[src/rtl/spim_pkg.sv]
package spim_pkg;
  localparam int DATA_W  = 16;
  localparam int DIV_W   = 8;
  localparam int GAP_W   = 4;
  localparam int REG_W   = 32;
  localparam int CTRL_W  = DIV_W + GAP_W + 2;
  localparam int CB_WIDE = DIV_W + GAP_W;
  localparam int CB_STOP = DIV_W + GAP_W + 1;

  localparam logic [1:0] ADDR_DATA = 2'd0;
  localparam logic [1:0] ADDR_STAT = 2'd1;
  localparam logic [1:0] ADDR_CTRL = 2'd2;

  typedef enum logic [1:0] {
    ENG_IDLE  = 2'd0,
    ENG_SHIFT = 2'd1,
    ENG_GAP   = 2'd2
  } eng_state_t;
endpackage

[src/rtl/spim_fifo.sv]
module spim_fifo #(
  parameter int W     = 16,
  parameter int DEPTH = 4
) (
  input  logic         clk,
  input  logic         rst_n,
  input  logic         push,
  input  logic [W-1:0] wdata,
  input  logic         pop,
  output logic [W-1:0] rdata,
  output logic         full,
  output logic         empty
);
  localparam int AW = $clog2(DEPTH);

  logic [W-1:0] mem [DEPTH];
  logic [AW:0]  wp, rp, level;

  assign level = wp - rp;
  assign full  = (level == (AW+1)'(DEPTH));
  assign empty = (wp == rp);
  assign rdata = mem[rp[AW-1:0]];

  always_ff @(posedge clk or negedge rst_n) begin
    if (!rst_n) begin
      wp <= '0;
      rp <= '0;
    end else begin
      if (push && !full) wp <= wp + 1'b1;
      if (pop && !empty) rp <= rp + 1'b1;
    end
  end

  always_ff @(posedge clk) begin
    if (push && !full) mem[wp[AW-1:0]] <= wdata;
  end

  // a push into a full queue leaves the write pointer untouched
  a_r5_full_drops: assert property (@(posedge clk) disable iff (!rst_n)
    (full && push && !pop) |=> $stable(wp));

  // taking out the only entry leaves the queue empty
  a_r6_last_pop_empties: assert property (@(posedge clk) disable iff (!rst_n)
    (level == 1 && pop && !push) |=> empty);
endmodule

[src/rtl/spim_engine.sv]
module spim_engine
  import spim_pkg::*;
(
  input  logic              clk,
  input  logic              rst_n,
  input  logic [DIV_W-1:0]  div,
  input  logic [GAP_W-1:0]  gap,
  input  logic              wide,
  input  logic              stop,
  input  logic              tx_empty,
  input  logic [DATA_W-1:0] tx_data,
  output logic              tx_pop,
  output logic              rx_push,
  output logic [DATA_W-1:0] rx_data,
  output logic              busy,
  output logic              in_gap,
  output logic              sclk,
  output logic              cs_n,
  output logic              mosi,
  input  logic              miso
);
  localparam int HALF_W = DATA_W / 2;
  localparam int BITS_W = $clog2(DATA_W + 1);

  eng_state_t        st;
  logic [DIV_W-1:0]  hcnt;
  logic [GAP_W:0]    gcnt;
  logic [BITS_W-1:0] bits;
  logic [DATA_W-1:0] sh_tx, sh_rx;
  logic              wide_q, tick, last_fall;

  assign tick      = (hcnt == div);
  assign last_fall = (st == ENG_SHIFT) && tick && sclk && (bits == BITS_W'(1));
  assign tx_pop    = (st == ENG_IDLE) && !tx_empty && !stop;
  assign rx_push   = last_fall;
  assign rx_data   = wide_q ? sh_rx : {{HALF_W{1'b0}}, sh_rx[HALF_W-1:0]};
  assign busy      = (st != ENG_IDLE);
  assign in_gap    = (st == ENG_GAP);
  assign mosi      = sh_tx[DATA_W-1];

  always_ff @(posedge clk or negedge rst_n) begin
    if (!rst_n) begin
      st     <= ENG_IDLE;
      hcnt   <= '0;
      gcnt   <= '0;
      bits   <= '0;
      sh_tx  <= '0;
      sh_rx  <= '0;
      wide_q <= 1'b0;
      sclk   <= 1'b0;
      cs_n   <= 1'b1;
    end else begin
      case (st)
        ENG_IDLE: begin
          if (tx_pop) begin
            st     <= ENG_SHIFT;
            cs_n   <= 1'b0;
            sclk   <= 1'b0;
            hcnt   <= '0;
            wide_q <= wide;
            sh_rx  <= '0;
            sh_tx  <= wide ? tx_data : {tx_data[HALF_W-1:0], {HALF_W{1'b0}}};
            bits   <= wide ? BITS_W'(DATA_W) : BITS_W'(HALF_W);
          end
        end
        ENG_SHIFT: begin
          if (!tick) begin
            hcnt <= hcnt + 1'b1;
          end else begin
            hcnt <= '0;
            if (!sclk) begin
              sclk  <= 1'b1;
              sh_rx <= {sh_rx[DATA_W-2:0], miso};
            end else begin
              sclk <= 1'b0;
              if (bits > BITS_W'(1)) begin
                bits  <= bits - 1'b1;
                sh_tx <= {sh_tx[DATA_W-2:0], 1'b0};
              end else begin
                cs_n <= 1'b1;
                if (gap != '0) begin
                  st   <= ENG_GAP;
                  gcnt <= {gap, 1'b0};
                end else begin
                  st <= ENG_IDLE;
                end
              end
            end
          end
        end
        ENG_GAP: begin
          if (!tick) begin
            hcnt <= hcnt + 1'b1;
          end else begin
            hcnt <= '0;
            if (gcnt <= (GAP_W+1)'(1)) st <= ENG_IDLE;
            else                        gcnt <= gcnt - 1'b1;
          end
        end
        default: st <= ENG_IDLE;
      endcase
    end
  end

  // the serial clock stays low whenever the select line is high
  a_r1_sclk_low_deselected: assert property (@(posedge clk) disable iff (!rst_n)
    cs_n |-> !sclk);

  // the select line is high throughout the gap
  a_r8_gap_deselected: assert property (@(posedge clk) disable iff (!rst_n)
    in_gap |-> cs_n);

  // no frame starts while stop is held
  a_r9_hold_on_stop: assert property (@(posedge clk) disable iff (!rst_n)
    (st == ENG_IDLE && stop) |=> (st == ENG_IDLE));

  // serial data holds still across a rising serial clock
  a_r1_mosi_stable_rise: assert property (@(posedge clk) disable iff (!rst_n)
    (!cs_n && $rose(sclk)) |-> $stable(mosi));
endmodule

[src/rtl/spim_regs.sv]
module spim_regs
  import spim_pkg::*;
(
  input  logic              clk,
  input  logic              rst_n,
  input  logic              reg_wr,
  input  logic              reg_rd,
  input  logic [1:0]        reg_addr,
  input  logic [REG_W-1:0]  reg_wdata,
  output logic [REG_W-1:0]  reg_rdata,
  input  logic [DATA_W-1:0] rx_head,
  input  logic              rx_empty,
  input  logic              rx_drop,
  input  logic              tx_full,
  input  logic              tx_empty,
  input  logic              busy,
  input  logic              in_gap,
  output logic              tx_push,
  output logic              rx_pop,
  output logic [DIV_W-1:0]  div,
  output logic [GAP_W-1:0]  gap,
  output logic              wide,
  output logic              stop,
  output logic              idle
);
  localparam int HALF_W = DATA_W / 2;

  logic [CTRL_W-1:0] ctrl_q;
  logic              ovr_q, stat_rd;
  logic [DATA_W-1:0] rd_word;
  logic [4:0]        stat;
  logic              unused_wbits;

  assign unused_wbits = ^reg_wdata[REG_W-1:CTRL_W];

  assign div  = ctrl_q[DIV_W-1:0];
  assign gap  = ctrl_q[DIV_W+GAP_W-1:DIV_W];
  assign wide = ctrl_q[CB_WIDE];
  assign stop = ctrl_q[CB_STOP];
  assign idle = !busy && (tx_empty || stop);

  assign tx_push = reg_wr && (reg_addr == ADDR_DATA);
  assign rx_pop  = reg_rd && (reg_addr == ADDR_DATA);
  assign stat_rd = reg_rd && (reg_addr == ADDR_STAT);

  always_comb begin
    if (rx_empty)  rd_word = '0;
    else if (wide) rd_word = rx_head;
    else           rd_word = {{HALF_W{1'b0}}, rx_head[HALF_W-1:0]};
  end

  assign stat = {ovr_q, in_gap, idle, !tx_full, !rx_empty};

  always_comb begin
    case (reg_addr)
      ADDR_DATA: reg_rdata = {{(REG_W-DATA_W){1'b0}}, rd_word};
      ADDR_STAT: reg_rdata = {{(REG_W-5){1'b0}}, stat};
      ADDR_CTRL: reg_rdata = {{(REG_W-CTRL_W){1'b0}}, ctrl_q};
      default:   reg_rdata = '0;
    endcase
  end

  always_ff @(posedge clk or negedge rst_n) begin
    if (!rst_n) begin
      ctrl_q <= '0;
      ovr_q  <= 1'b0;
    end else begin
      if (reg_wr && reg_addr == ADDR_CTRL) ctrl_q <= reg_wdata[CTRL_W-1:0];
      if (rx_drop)      ovr_q <= 1'b1;
      else if (stat_rd) ovr_q <= 1'b0;
    end
  end

  // overrun stays set until a status read
  a_r7_ovr_sticky: assert property (@(posedge clk) disable iff (!rst_n)
    (ovr_q && !stat_rd) |=> ovr_q);

  // a dropped frame always raises overrun
  a_r7_drop_sets: assert property (@(posedge clk) disable iff (!rst_n)
    rx_drop |=> ovr_q);
endmodule

[src/rtl/spi_fifo_master.sv]
module spi_fifo_master
  import spim_pkg::*;
#(
  parameter int TX_DEPTH = 4,
  parameter int RX_DEPTH = 4
) (
  input  logic        clk,
  input  logic        rst_n,
  input  logic        reg_wr,
  input  logic        reg_rd,
  input  logic [1:0]  reg_addr,
  input  logic [31:0] reg_wdata,
  output logic [31:0] reg_rdata,
  output logic        spi_sclk,
  output logic        spi_cs_n,
  output logic        spi_mosi,
  input  logic        spi_miso
);
  logic              tx_push, tx_pop, tx_full, tx_empty;
  logic [DATA_W-1:0] tx_head;
  logic              rx_push, rx_pop, rx_full, rx_empty, rx_drop;
  logic [DATA_W-1:0] rx_head, rx_word;
  logic [DIV_W-1:0]  div;
  logic [GAP_W-1:0]  gap;
  logic              wide, stop, busy, in_gap, idle;

  assign rx_drop = rx_push && rx_full;

  spim_regs u_regs (
    .clk, .rst_n, .reg_wr, .reg_rd, .reg_addr, .reg_wdata, .reg_rdata,
    .rx_head, .rx_empty, .rx_drop, .tx_full, .tx_empty, .busy, .in_gap,
    .tx_push, .rx_pop, .div, .gap, .wide, .stop, .idle
  );

  spim_fifo #(.W(DATA_W), .DEPTH(TX_DEPTH)) u_txq (
    .clk, .rst_n, .push(tx_push), .wdata(reg_wdata[DATA_W-1:0]), .pop(tx_pop),
    .rdata(tx_head), .full(tx_full), .empty(tx_empty)
  );

  spim_fifo #(.W(DATA_W), .DEPTH(RX_DEPTH)) u_rxq (
    .clk, .rst_n, .push(rx_push), .wdata(rx_word), .pop(rx_pop),
    .rdata(rx_head), .full(rx_full), .empty(rx_empty)
  );

  spim_engine u_eng (
    .clk, .rst_n, .div, .gap, .wide, .stop, .tx_empty, .tx_data(tx_head),
    .tx_pop, .rx_push, .rx_data(rx_word), .busy, .in_gap,
    .sclk(spi_sclk), .cs_n(spi_cs_n), .mosi(spi_mosi), .miso(spi_miso)
  );

  // the idle flag never shows while a frame holds the select line low
  a_r10_idle_deselected: assert property (@(posedge clk) disable iff (!rst_n)
    idle |-> spi_cs_n);
endmodule

[config.mk]
export PLATFORM = sky130hd
export DESIGN_NAME = spi_fifo_master
export DESIGN_NICKNAME = d
export VERILOG_FILES = /design/src/rtl/spim_pkg.sv /design/src/rtl/spim_fifo.sv /design/src/rtl/spim_engine.sv /design/src/rtl/spim_regs.sv /design/src/rtl/spi_fifo_master.sv
export SDC_FILE = /design/constraint.sdc
export NUM_CORES = 1
export LEC_CHECK = 0
export BUFFER_PORTS_ARGS = -buffer_cell sky130_fd_sc_hd__buf_2
export CORE_ASPECT_RATIO = 0.5
export CORE_MARGIN = 5
export CORE_UTILIZATION = 50
export DETAILED_ROUTE_END_ITERATION = 7
export PLACE_DENSITY = 0.68
export SKIP_CTS_REPAIR_TIMING = 1
export SLEW_MARGIN = 0
export SYNTH_ARGS = -nofsm -noshare
export SYNTH_HDL_FRONTEND = slang
export SYNTH_SLANG_ARGS = --single-unit
[constraint.sdc]
create_clock -name clk -period 3.1 [get_ports clk]
set_input_delay 0.155 -clock clk [delete_from_list [all_inputs] [get_ports clk]]
set_output_delay 0.155 -clock clk [all_outputs]
set_load 0.1 [all_outputs]
==> results of run 1 <==
-- power breakdown --
part / leakage, nW / switching, mW / internal [mW] / total [mW]
sequential: 2.20 / 0.276 / 3.28 / 3.56
clock: 0.321 / 1.03 / 1.43 / 2.46
combinational: 1.65 / 2.00 / 1.38 / 3.38
total: 4.17 / 3.30 / 6.09 / 9.39
-- worst min-delay path: stages --
cell and delay, ns:
buf_2 0.15, nand2_1 0.07, o21ai_0 0.07, o31ai_1 0.06
-- registers in the layout (all words and copies together), names as in the netlist, 2 cells and up --
signal,flops
u_eng.sh_rx,16
u_eng.st,2
u_regs.ctrl_q,14
u_eng.sh_tx,16
u_txq.wp,3
u_rxq.mem,64
u_rxq.rp,3
u_eng.gcnt,5
u_rxq.wp,3
u_eng.bits,5
u_eng.hcnt,8
u_txq.rp,3
u_txq.mem,64
-- metal layers --
metal / vias to the layer above / part of all wire (%)
li1: 2500 / -
met1: 2848 / 45
met2: 104 / 50
met3: 31 / 3.7
met4: 0 / 2.1
met5: - / 0
-- cell usage in the layout (no fill, tap or decap), types with 15 or more instances in the layout --
| cell | instances |
|---|---|
| edfxtp_1 | 128 |
| dfrtp_1 | 81 |
| nand2_1 | 45 |
| mux4_2 | 32 |
| buf_2 | 25 |
| buf_4 | 25 |
| o21ai_0 | 24 |
| ha_1 | 23 |
| a22o_1 | 22 |
| clkbuf_16 | 21 |
| dlygate4sd3_1 | 19 |
| inv_1 | 18 |
| and2_1 | 18 |
| mux2_2 | 18 |
| xnor2_1 | 17 |
| conb_1 | 16 |
| nor2_1 | 15 |
| o221a_2 | 15 |
| buf_12 | 15 |
-- how the worst max path moves through the flow --
stage                     start              end  cells past startpoint  slack, ns
6_report            u_txq.wp[0]     reg_rdata[2]                      8       0.36
5_1_grt             u_txq.wp[0]     reg_rdata[2]                      8       0.17
4_1_cts             u_txq.wp[0]     reg_rdata[2]                      8       0.34
3_5_place_dp   u_regs.ctrl_q[4]  u_eng.sh_tx[15]                      5       0.60
3_3_place_gp   u_regs.ctrl_q[4]   u_eng.sh_tx[6]                      5       0.68
2_1_floorplan       u_rxq.rp[1]     reg_rdata[1]                      9      -0.40
-- per-stage QoR --
stage	hold WS (ns)	cell area (um2)	setup TNS [ns]	total power, mW
final	0.0572	10900	0	9.39
after global routing	0.0950	10900	0	9.88
after CTS	-0.320	10700	0	9.45
after detailed placement	0.204	10100	0	6.97
after global placement	0.189	10100	0	6.90
after floorplan	-0.141	9410	-0.559	6.09
-- layout make-up --
class                      instances  area [um2]  area share (%)
clock buffer                      25         551            5.04
clock inverter                    11         111            1.02
inverter                          18        67.6           0.619
multi-input combinational        362        3190            29.2
sequential                       210        5900            54.0
tap                              240         300            2.75
timing repair buffer              84         803            7.35
-- synth_stat cells, types with 7 or more instances --
cell type,number
a22o_1,25
and2_1,18
and3_1,8
buf_2,7
buf_4,16
clkbuf_1,14
dfrtp_1,81
edfxtp_1,128
ha_1,23
inv_1,18
mux2_2,18
mux2i_1,12
mux4_2,32
nand2_1,45
nand3_1,9
nor2_1,15
nor2b_1,8
o21ai_0,28
o221a_2,15
xnor2_1,17
-- cells by family (layout without fill, tap and decap cells) --
kind of cell,after synthesis,after routing,share of synthesized area [%]
adders and majority gates,23,23,3.09
buffers and inverters,60,138,3.49
AOI/OAI and AO/OA,117,117,10.1
and+or+nand+nor,124,124,6.99
muxes,62,62,11.2
other,1,16,0.0402
xor gates and xnor gates,20,20,1.88
DFF,210,210,63.2
==> results.md, run 1 <==
- Status: finished, final reports clean
- Layout cells sized above 1: 25.9%
- Hold Crit Depth: 4
- Maximum vdd drop: 0.453 mV
- Final core occ: 59.5%
- Worst-case clock buffer depth: 3
- Sequential area share after synthesis: 63.2%
- Mean post-synth cell area: 15.1 um2
- Crit-path leading delay family: compound AO/OA/AOI/OAI gates
- Layout Area Growth over Synthesis: 17.1%
- Worst Hold End: u_regs.ovr_q
- Slew headroom: 49.6%
- Distinct cells, synth: 65
- Final Cycle Share: 88.5%
- CTS sink cnt: 210
- Row count: 35
- Post-synth EDFFs: 128
- Async SR Flop Fraction: 39.0%
- GR Util met1: 24.6%
- GRT Max-Usage Layer: met2
- Top FF cell, synth: edfxtp_1
- Worst Path Required: 2.94 ns
- H-tree depth: 1
- Critical path class: flip-flop to output pin
- Hold Fails Final Rpt: 0
- CTS Root Cell: clkbuf_16
- Vias: 5483
- RSZ-0062 raised after global routing: no
- Final Slew Violations: 0
- Worst-path cell chain: inv_1 > ha_1 > nand2_1 > o21bai_1 > and2_1 > a22oi_1 > o21ai_2 > buf_12
- Critical path arrival: 2.59 ns
- Total track usage: 18.0%
- TritonCTS clock tree: done
- Slowest-stage cell, CP: dfrtp_1
- Top-area cell type share of the netlist area: 41.2%
- Antenna violations before repair: 0
- Syn Inst Count: 617
- Die ar.: 0.0217 mm2
- Worst R2R End: u_eng.sh_tx[15]
- Post-route DRC: 0
- NumNets Final: 758
- Final ANT Viol Nets: 0
- Leakage Power: 4.17 nW
- GR Layer Usage met3: 2.84%
- Largest net degree at the start of global routing: 43
- Hold Crit Start: reg_addr[0]
- DRT Pass-1 Iters: 5
- Port Buffers: 41
- Reg clk slew, reported paths: 0.07 ns
- Finished Layout Cells: 950
- CTS buffer count: 20
- Worst Skew: 0.00868 ns
- Fmax: 0.364 GHz
- Hold Path Class: primary input to flip-flop
- #FFs+latches synth: 210
- Final worst slack: 0.356 ns
- GP Congestion: 0.835
- Grt ovf: 0
- Max-cap violations: 0
- Fill count: 1380
- Clk_lat worst skew: 0.49 ns
- Area leader, netlist: edfxtp_1
- Slew @ Worst Pin: 0.755 ns
- Chip height: 107 um
- CP startpoint kind: flip-flop
- Vias in the first global route: 5449
- CP Buf/Inv Count: 2
- Routed Wire Length: 19500 um
- Post-Syn Area: 0.00933 mm2
- Largest cells by area after synthesis: edfxtp_1 41%, dfrtp_1 22%, mux4_2 7.7%
- HPWL after DPL: 12800 um
- DR iter-0 viols: 409
- N_diodes: 0
- WL/cell: 20.5 um
- CP max stage delay: 0.37 ns
- Setup Slack @ Placement: 0.601 ns
- Die width: 203 um
- Crit-path max FO: 4
- CP endpoint kind: output pin
- Core Region: 0.0183 mm2
- Final Critical Period: 2.74 ns
- FF-to-FF setup slack: 0.57 ns
- Io pins: 74
- Reg2Reg Depth: 5
- Ys Warns: 0
- Reg2reg start: u_regs.ctrl_q[4]
- Met2 GRT Util: 31.0%
- Via-to-Cell Ratio: 5.77
- Final setup viols: 0
- Power Density: 860 mW/mm2
- # placed instances: 895
- First-pass GRT wire length: 30800 um
- Initial core utilization: 50.8%
No activity file was read; power rests on OpenSTA's default activity.
==> run 2, diff against run 1 <==
CORE_ASPECT_RATIO = 0.75   (was 0.5)
==> results.md, run 2 (same netlist as run 1, synthesis figures left out) <==
- Status: finished, final reports clean (unchanged)
- Layout Area Growth over Synthesis: 17.4% (was 17.1%)
- FF-to-FF setup slack: 0.47 ns (was 0.57 ns)
- Max-cap violations: 0 (unchanged)
- N_diodes: 0 (unchanged)
- Critical path class: flip-flop to output pin (unchanged)
- First-pass GRT wire length: 31600 um (was 30800 um)
- Crit-path max FO: 4 (unchanged)
- Chip height: 128 um (was 107 um)
- CP Buf/Inv Count: 2 (unchanged)
- GP Congestion: 0.824 (was 0.835)
- Reg2Reg Depth: 6 (was 5)
- H-tree depth: 1 (unchanged)
- Final Slew Violations: 0 (unchanged)
- Die ar.: 0.0215 mm2 (was 0.0217 mm2)
- Maximum vdd drop: 0.593 mV (was 0.453 mV)
- DRT Pass-1 Iters: 5 (unchanged)
- Vias in the first global route: 5607 (was 5449)
- Final ANT Viol Nets: 0 (unchanged)
- Cell count along the critical path: 8 (unchanged)
- CP startpoint kind: flip-flop (unchanged)
- Clk_lat worst skew: 0.51 ns (was 0.49 ns)
- Power Density: 873 mW/mm2 (was 860 mW/mm2)
- Post-route DRC: 0 (unchanged)
- Final setup viols: 0 (unchanged)
- Slew headroom: 21.9% (was 49.6%)
- Hold Crit Depth: 4 (unchanged)
- Worst Hold End: u_regs.ovr_q (unchanged)
- Reg clk slew, reported paths: 0.06 ns (was 0.07 ns)
- Reg2reg start: u_eng.st[1] (was u_regs.ctrl_q[4])
- Register Area: 0.00590 mm2 (unchanged)
- Core Region: 0.0184 mm2 (was 0.0183 mm2)
- DR iter-0 viols: 514 (was 409)
- Worst Skew: 0.0192 ns (was 0.00868 ns)
- NumNets Final: 756 (was 758)
- Worst-path cell chain: inv_1 > ha_1 > nand2_1 > o21bai_1 > and2_1 > a22oi_1 > o21ai_2 > buf_12 (unchanged)
- TritonCTS clock tree: done (unchanged)
- Total track usage: 18.6% (was 18.0%)
- Final core occ: 59.5% (about the same)
- Hold Path Class: primary input to flip-flop (unchanged)
- Commonest non-fill, non-tap cells in the layout: 128 x edfxtp_1, 81 x dfrtp_1, 45 x nand2_1, 32 x mux4_2, 25 x buf_2 (was 128 x edfxtp_1, 81 x dfrtp_1, 45 x nand2_1, 32 x mux4_2)
- WL/cell: 20.8 um (was 20.5 um)
- HPWL after DPL: 13100 um (was 12800 um)
- Vias: 5533 (was 5483)
- CP max stage delay: 0.38 ns (was 0.37 ns)
- Routed Wire Length: 19900 um (was 19500 um)
- Largest net degree at the start of global routing: 58 (was 43)
- Final worst slack: 0.257 ns (was 0.356 ns)
- Final Critical Period: 2.84 ns (was 2.74 ns)
- CTS Root Cell: clkbuf_16 (unchanged)
- Port Buffers: 41 (unchanged)
- Fill count: 1412 (was 1380)
- Worst R2R End: u_rxq.mem[1][9] (was u_eng.sh_tx[15])
- CTS buffer count: 21 (was 20)
- Final Cycle Share: 91.7% (was 88.5%)
- Via-to-Cell Ratio: 5.79 (was 5.77)
- Slowest-stage cell, CP: dfrtp_1 (unchanged)
- Critical path arrival: 2.69 ns (was 2.59 ns)
- Multi-input logic area: 0.00319 mm2 (unchanged)
- RSZ-0062 raised after global routing: no (unchanged)
- Crit-path leading delay family: compound AO/OA/AOI/OAI gates (unchanged)
- Die width: 168 um (was 203 um)
- Leakage Power: 4.19 nW (was 4.17 nW)
- Setup Slack @ Placement: 0.537 ns (was 0.601 ns)
- Hold Crit Start: reg_addr[0] (unchanged)
- Hold Fails Final Rpt: 0 (unchanged)
- Fmax: 0.352 GHz (was 0.364 GHz)
- Slew @ Worst Pin: 1.17 ns (was 0.755 ns)
- Grt ovf: 0 (unchanged)
- CP endpoint kind: output pin (unchanged)
- Worst-case clock buffer depth: 3 (unchanged)
- Io pins: 74 (unchanged)
- Antenna violations before repair: 0 (unchanged)
- Row count: 43 (was 35)
- Layout cells sized above 1: 26.2% (was 25.9%)
- Most common library cell in the layout ignoring fill and taps: edfxtp_1 (unchanged)
- CTS sink cnt: 210 (unchanged)
- Worst Path Required: 2.94 ns (about the same)
- Initial core utilization: 50.7% (was 50.8%)
[run 2: worst register-to-register path, stage by stage, from the launching register on]
cell and delay [ns]:
dfrtp_1 0.41, inv_1 0.13, ha_1 0.48, nand4_1 0.33, a2111oi_4 0.46, and2_1 0.21, buf_4 0.28
[run 2: stage by stage]
stage               hold slack (ns)  power [mW]  TNS [ns]  cells  cell area [um2]
floorplan                    -0.141        6.09    -0.559    632             9410
CTS                          -0.250        9.58         0    937            10800
global route                  0.120        10.0         0    956            10900
detailed placement            0.286        6.98         0    899            10100
finish                        0.108        9.55         0    956            10900
global placement              0.278        6.85         0    899            10100
[run 2: worst max path at each step]
stage / start / to / slack, ns
floorplan: u_rxq.rp[1] / reg_rdata[1] / -0.40
global placement: u_eng.st[1] / u_rxq.mem[1][7] / 0.68
detailed placement: u_eng.st[1] / u_rxq.mem[1][6] / 0.54
CTS: u_rxq.wp[0] / reg_rdata[1] / 0.29
global route: u_rxq.wp[0] / reg_rdata[12] / 0.10
finish: u_txq.wp[0] / reg_rdata[2] / 0.26
[run 2: routing by layer]
metal,vias up,part of all wire [%],track usage (%)
met5,-,0,0
met4,0,1.5,3.53
met3,31,6.1,2.93
met2,218,47,29.2
met1,2785,46,28.0
li1,2499,-,-
[run 2: area by class of cell]
class	count	area share (%)
repair buffers	81	7.13
inverters	18	0.617
multi-input cells	362	29.2
clock inverters	16	1.46
well taps	247	2.82
clock buffers	22	4.93
flip-flops and latches	210	53.9
[run 2: report_power, final]
part	internal (mW)	switching, mW	total, mW
clock	1.52	1.07	2.59
combinational	1.37	2.02	3.39
sequential	3.28	0.291	3.57
==> run 3, diff against run 2 <==
clock period = 3.4 ns   (was 3.1 ns; I/O delays follow)
==> results.md, run 3 (same netlist as run 1, synthesis figures left out) <==
- Worst Skew: 0.0131 ns (was 0.0192 ns)
- Layout Area Growth over Synthesis: 16.4% (was 17.4%)
- Grt ovf: 0 (unchanged)
- CTS Root Cell: clkbuf_16 (unchanged)
- Antenna violations before repair: 0 (unchanged)
- Crit-path max FO: 4 (unchanged)
- Reg2Reg Depth: 7 (was 6)
- Routed Wire Length: 19900 um (about the same)
- Sequential power share: 37.8% (was 37.4%)
- Critical path class: flip-flop to output pin (unchanged)
- Fmax: 0.325 GHz
- CTS sink cnt: 210 (unchanged)
- Vias in the first global route: 5481 (was 5607)
- TritonCTS clock tree: done (unchanged)
- Hold Crit Depth: 3 (was 4)
- Combinational group share of total power: 35.6% (was 35.5%)
- WL/cell: 20.9 um (was 20.8 um)
- Hold Fails Final Rpt: 0 (unchanged)
- HPWL after DPL: 13200 um (was 13100 um)
- Final hold slack: 0.00139 ns (was 0.108 ns)
- Largest net degree at the start of global routing: 83 (was 58)
- Max-cap violations: 0 (unchanged)
- Worst Path Required: 3.23 ns (was 2.94 ns)
- CP startpoint kind: flip-flop (unchanged)
- Placed inst area: 0.00998 mm2 (was 0.0101 mm2)
- Layout cells sized above 1: 24.1% (was 26.2%)
- CP endpoint kind: output pin (unchanged)
- Hold Path Class: primary input to flip-flop (unchanged)
- Reg clk slew, reported paths: 0.06 ns (about the same)
- Fill count: 1417 (was 1412)
- Most common library cell in the layout ignoring fill and taps: edfxtp_1 (unchanged)
- Maximum vdd drop: 0.523 mV (was 0.593 mV)
- Slew headroom: 26.7% (was 21.9%)
- First-pass GRT wire length: 31700 um (was 31600 um)
- GP Congestion: 0.874 (was 0.824)
- Critical path arrival: 2.91 ns (was 2.69 ns)
- Clock share of power: 26.6% (was 27.1%)
- Final Slew Violations: 0 (unchanged)
- Final Cell Area: 0.0109 mm2 (about the same)
- Die width: 168 um (unchanged)
- Slew @ Worst Pin: 1.10 ns (was 1.17 ns)
- Core Region: 0.0184 mm2 (unchanged)
- Final ANT Viol Nets: 0 (unchanged)
- Initial core utilization: 50.7% (unchanged)
- Leakage Power: 4.12 nW (was 4.19 nW)
- Commonest non-fill, non-tap cells in the layout: 128 x edfxtp_1, 81 x dfrtp_1, 45 x nand2_1, 32 x mux4_2, 29 x buf_2 (was 128 x edfxtp_1, 81 x dfrtp_1, 45 x nand2_1, 32 x mux4_2, 25 x buf_2)
- Post-route DRC: 0 (unchanged)
- Final Cycle Share: 90.6%
- DR iter-0 viols: 520 (was 514)
- Finished Layout Cells: 956 (unchanged)
- # placed instances: 898 (was 899)
- Via-to-Cell Ratio: 5.83 (was 5.79)
- Switching Share: 35.4% (about the same)
- Status: finished, final reports clean (unchanged)
- Clk_lat worst skew: 0.50 ns (was 0.51 ns)
- Total track usage: 18.7% (was 18.6%)
- Final core occ: 59.0% (was 59.5%)
- Vias: 5576 (was 5533)
- H-tree depth: 1 (unchanged)
- Final Critical Period: 3.08 ns
- DRT Pass-1 Iters: 5 (unchanged)
- P_int: 5.54 mW (was 6.17 mW)
- CTS buffer count: 22 (was 21)
- Io pins: 74 (unchanged)
- Worst-case clock buffer depth: 3 (unchanged)
- RSZ-0062 raised after global routing: no (unchanged)
- Final setup viols: 0 (unchanged)
- Switching pwr: 3.04 mW (was 3.38 mW)
- Power Density: 791 mW/mm2 (was 873 mW/mm2)
- Port Buffers: 41 (unchanged)
- NumNets Final: 755 (was 756)
- Overall Power: 8.58 mW (was 9.55 mW)
- N_diodes: 0 (unchanged)
- Chip height: 128 um (unchanged)
- Row count: 43 (unchanged)
- Die ar.: 0.0215 mm2 (unchanged)
run 3: changes by cell type in the layout (fill, tap and decap cells not counted), sizes merged:
cell / change
buf: -1
clkinvlp: +1
inv: -2
clkinv: -8
dlygate4sd3: -1
clkbuf: +14
bufinv: -3
run 3: stage by stage:
stage,setup WS (ns),setup TNS [ns]
CTS,0.362,0
detailed placement,0.869,0
global placement,0.937,0
floorplan,-0.112,-0.112
global route,0.191,0
finish,0.319,0
run 3: power groups by stage:
stage | Clock [mW] | Combinational (mW) | Sequential [mW]
floorplan | 0 | 2.31 | 3.24
global placement | 0 | 2.95 | 3.27
detailed placement | 0 | 3.03 | 3.29
CTS | 2.33 | 3.04 | 3.24
global route | 2.44 | 3.31 | 3.28
finish | 2.29 | 3.05 | 3.25
run 3: critical path, stage by stage, from the launching register on:
cell and delay (ns):
dfrtp_1 0.37, inv_1 0.11, ha_1 0.33, nand2_1 0.10, o21bai_1 0.36, and2_1 0.37, a22oi_1 0.15, o21ai_2 0.17
buf_2 0.45
run 3: cell type report:
cell class              instances  area, um2  area share [%]
flip-flops and latches        210       5900            54.3
multi-input cells             362       3180            29.3
repair buffers                 79        703            6.48
clock buffers                  36        674            6.21
well taps                     247        309            2.85
inverters                      18       67.6           0.623
clock inverters                 4       22.5           0.208
run 3: routing by layer:
layer	GRT usage (%)	vias up	part of all wire (%)
met3	3.73	37	6.4
met2	28.1	186	45
met4	5.06	0	2.5
met1	28.2	2855	46
met5	0	-	0
li1	-	2498	-
run 3: path summary, 6_finish.rpt:
kind / from / to / slack [ns]
setup reg to reg: u_eng.st[1] / u_eng.sh_tx[14] / 0.80
hold reg to reg: u_txq.wp[2] / u_txq.wp[2] / 0.49
max in group asynchronous: rst_n / u_regs.ctrl_q[7] / 2.27
setup / recovery: u_txq.wp[0] / reg_rdata[2] / 0.32
min in group asynchronous: rst_n / u_eng.gcnt[3] / 0.40
hold / removal: reg_rd / u_rxq.rp[2] / 0.001
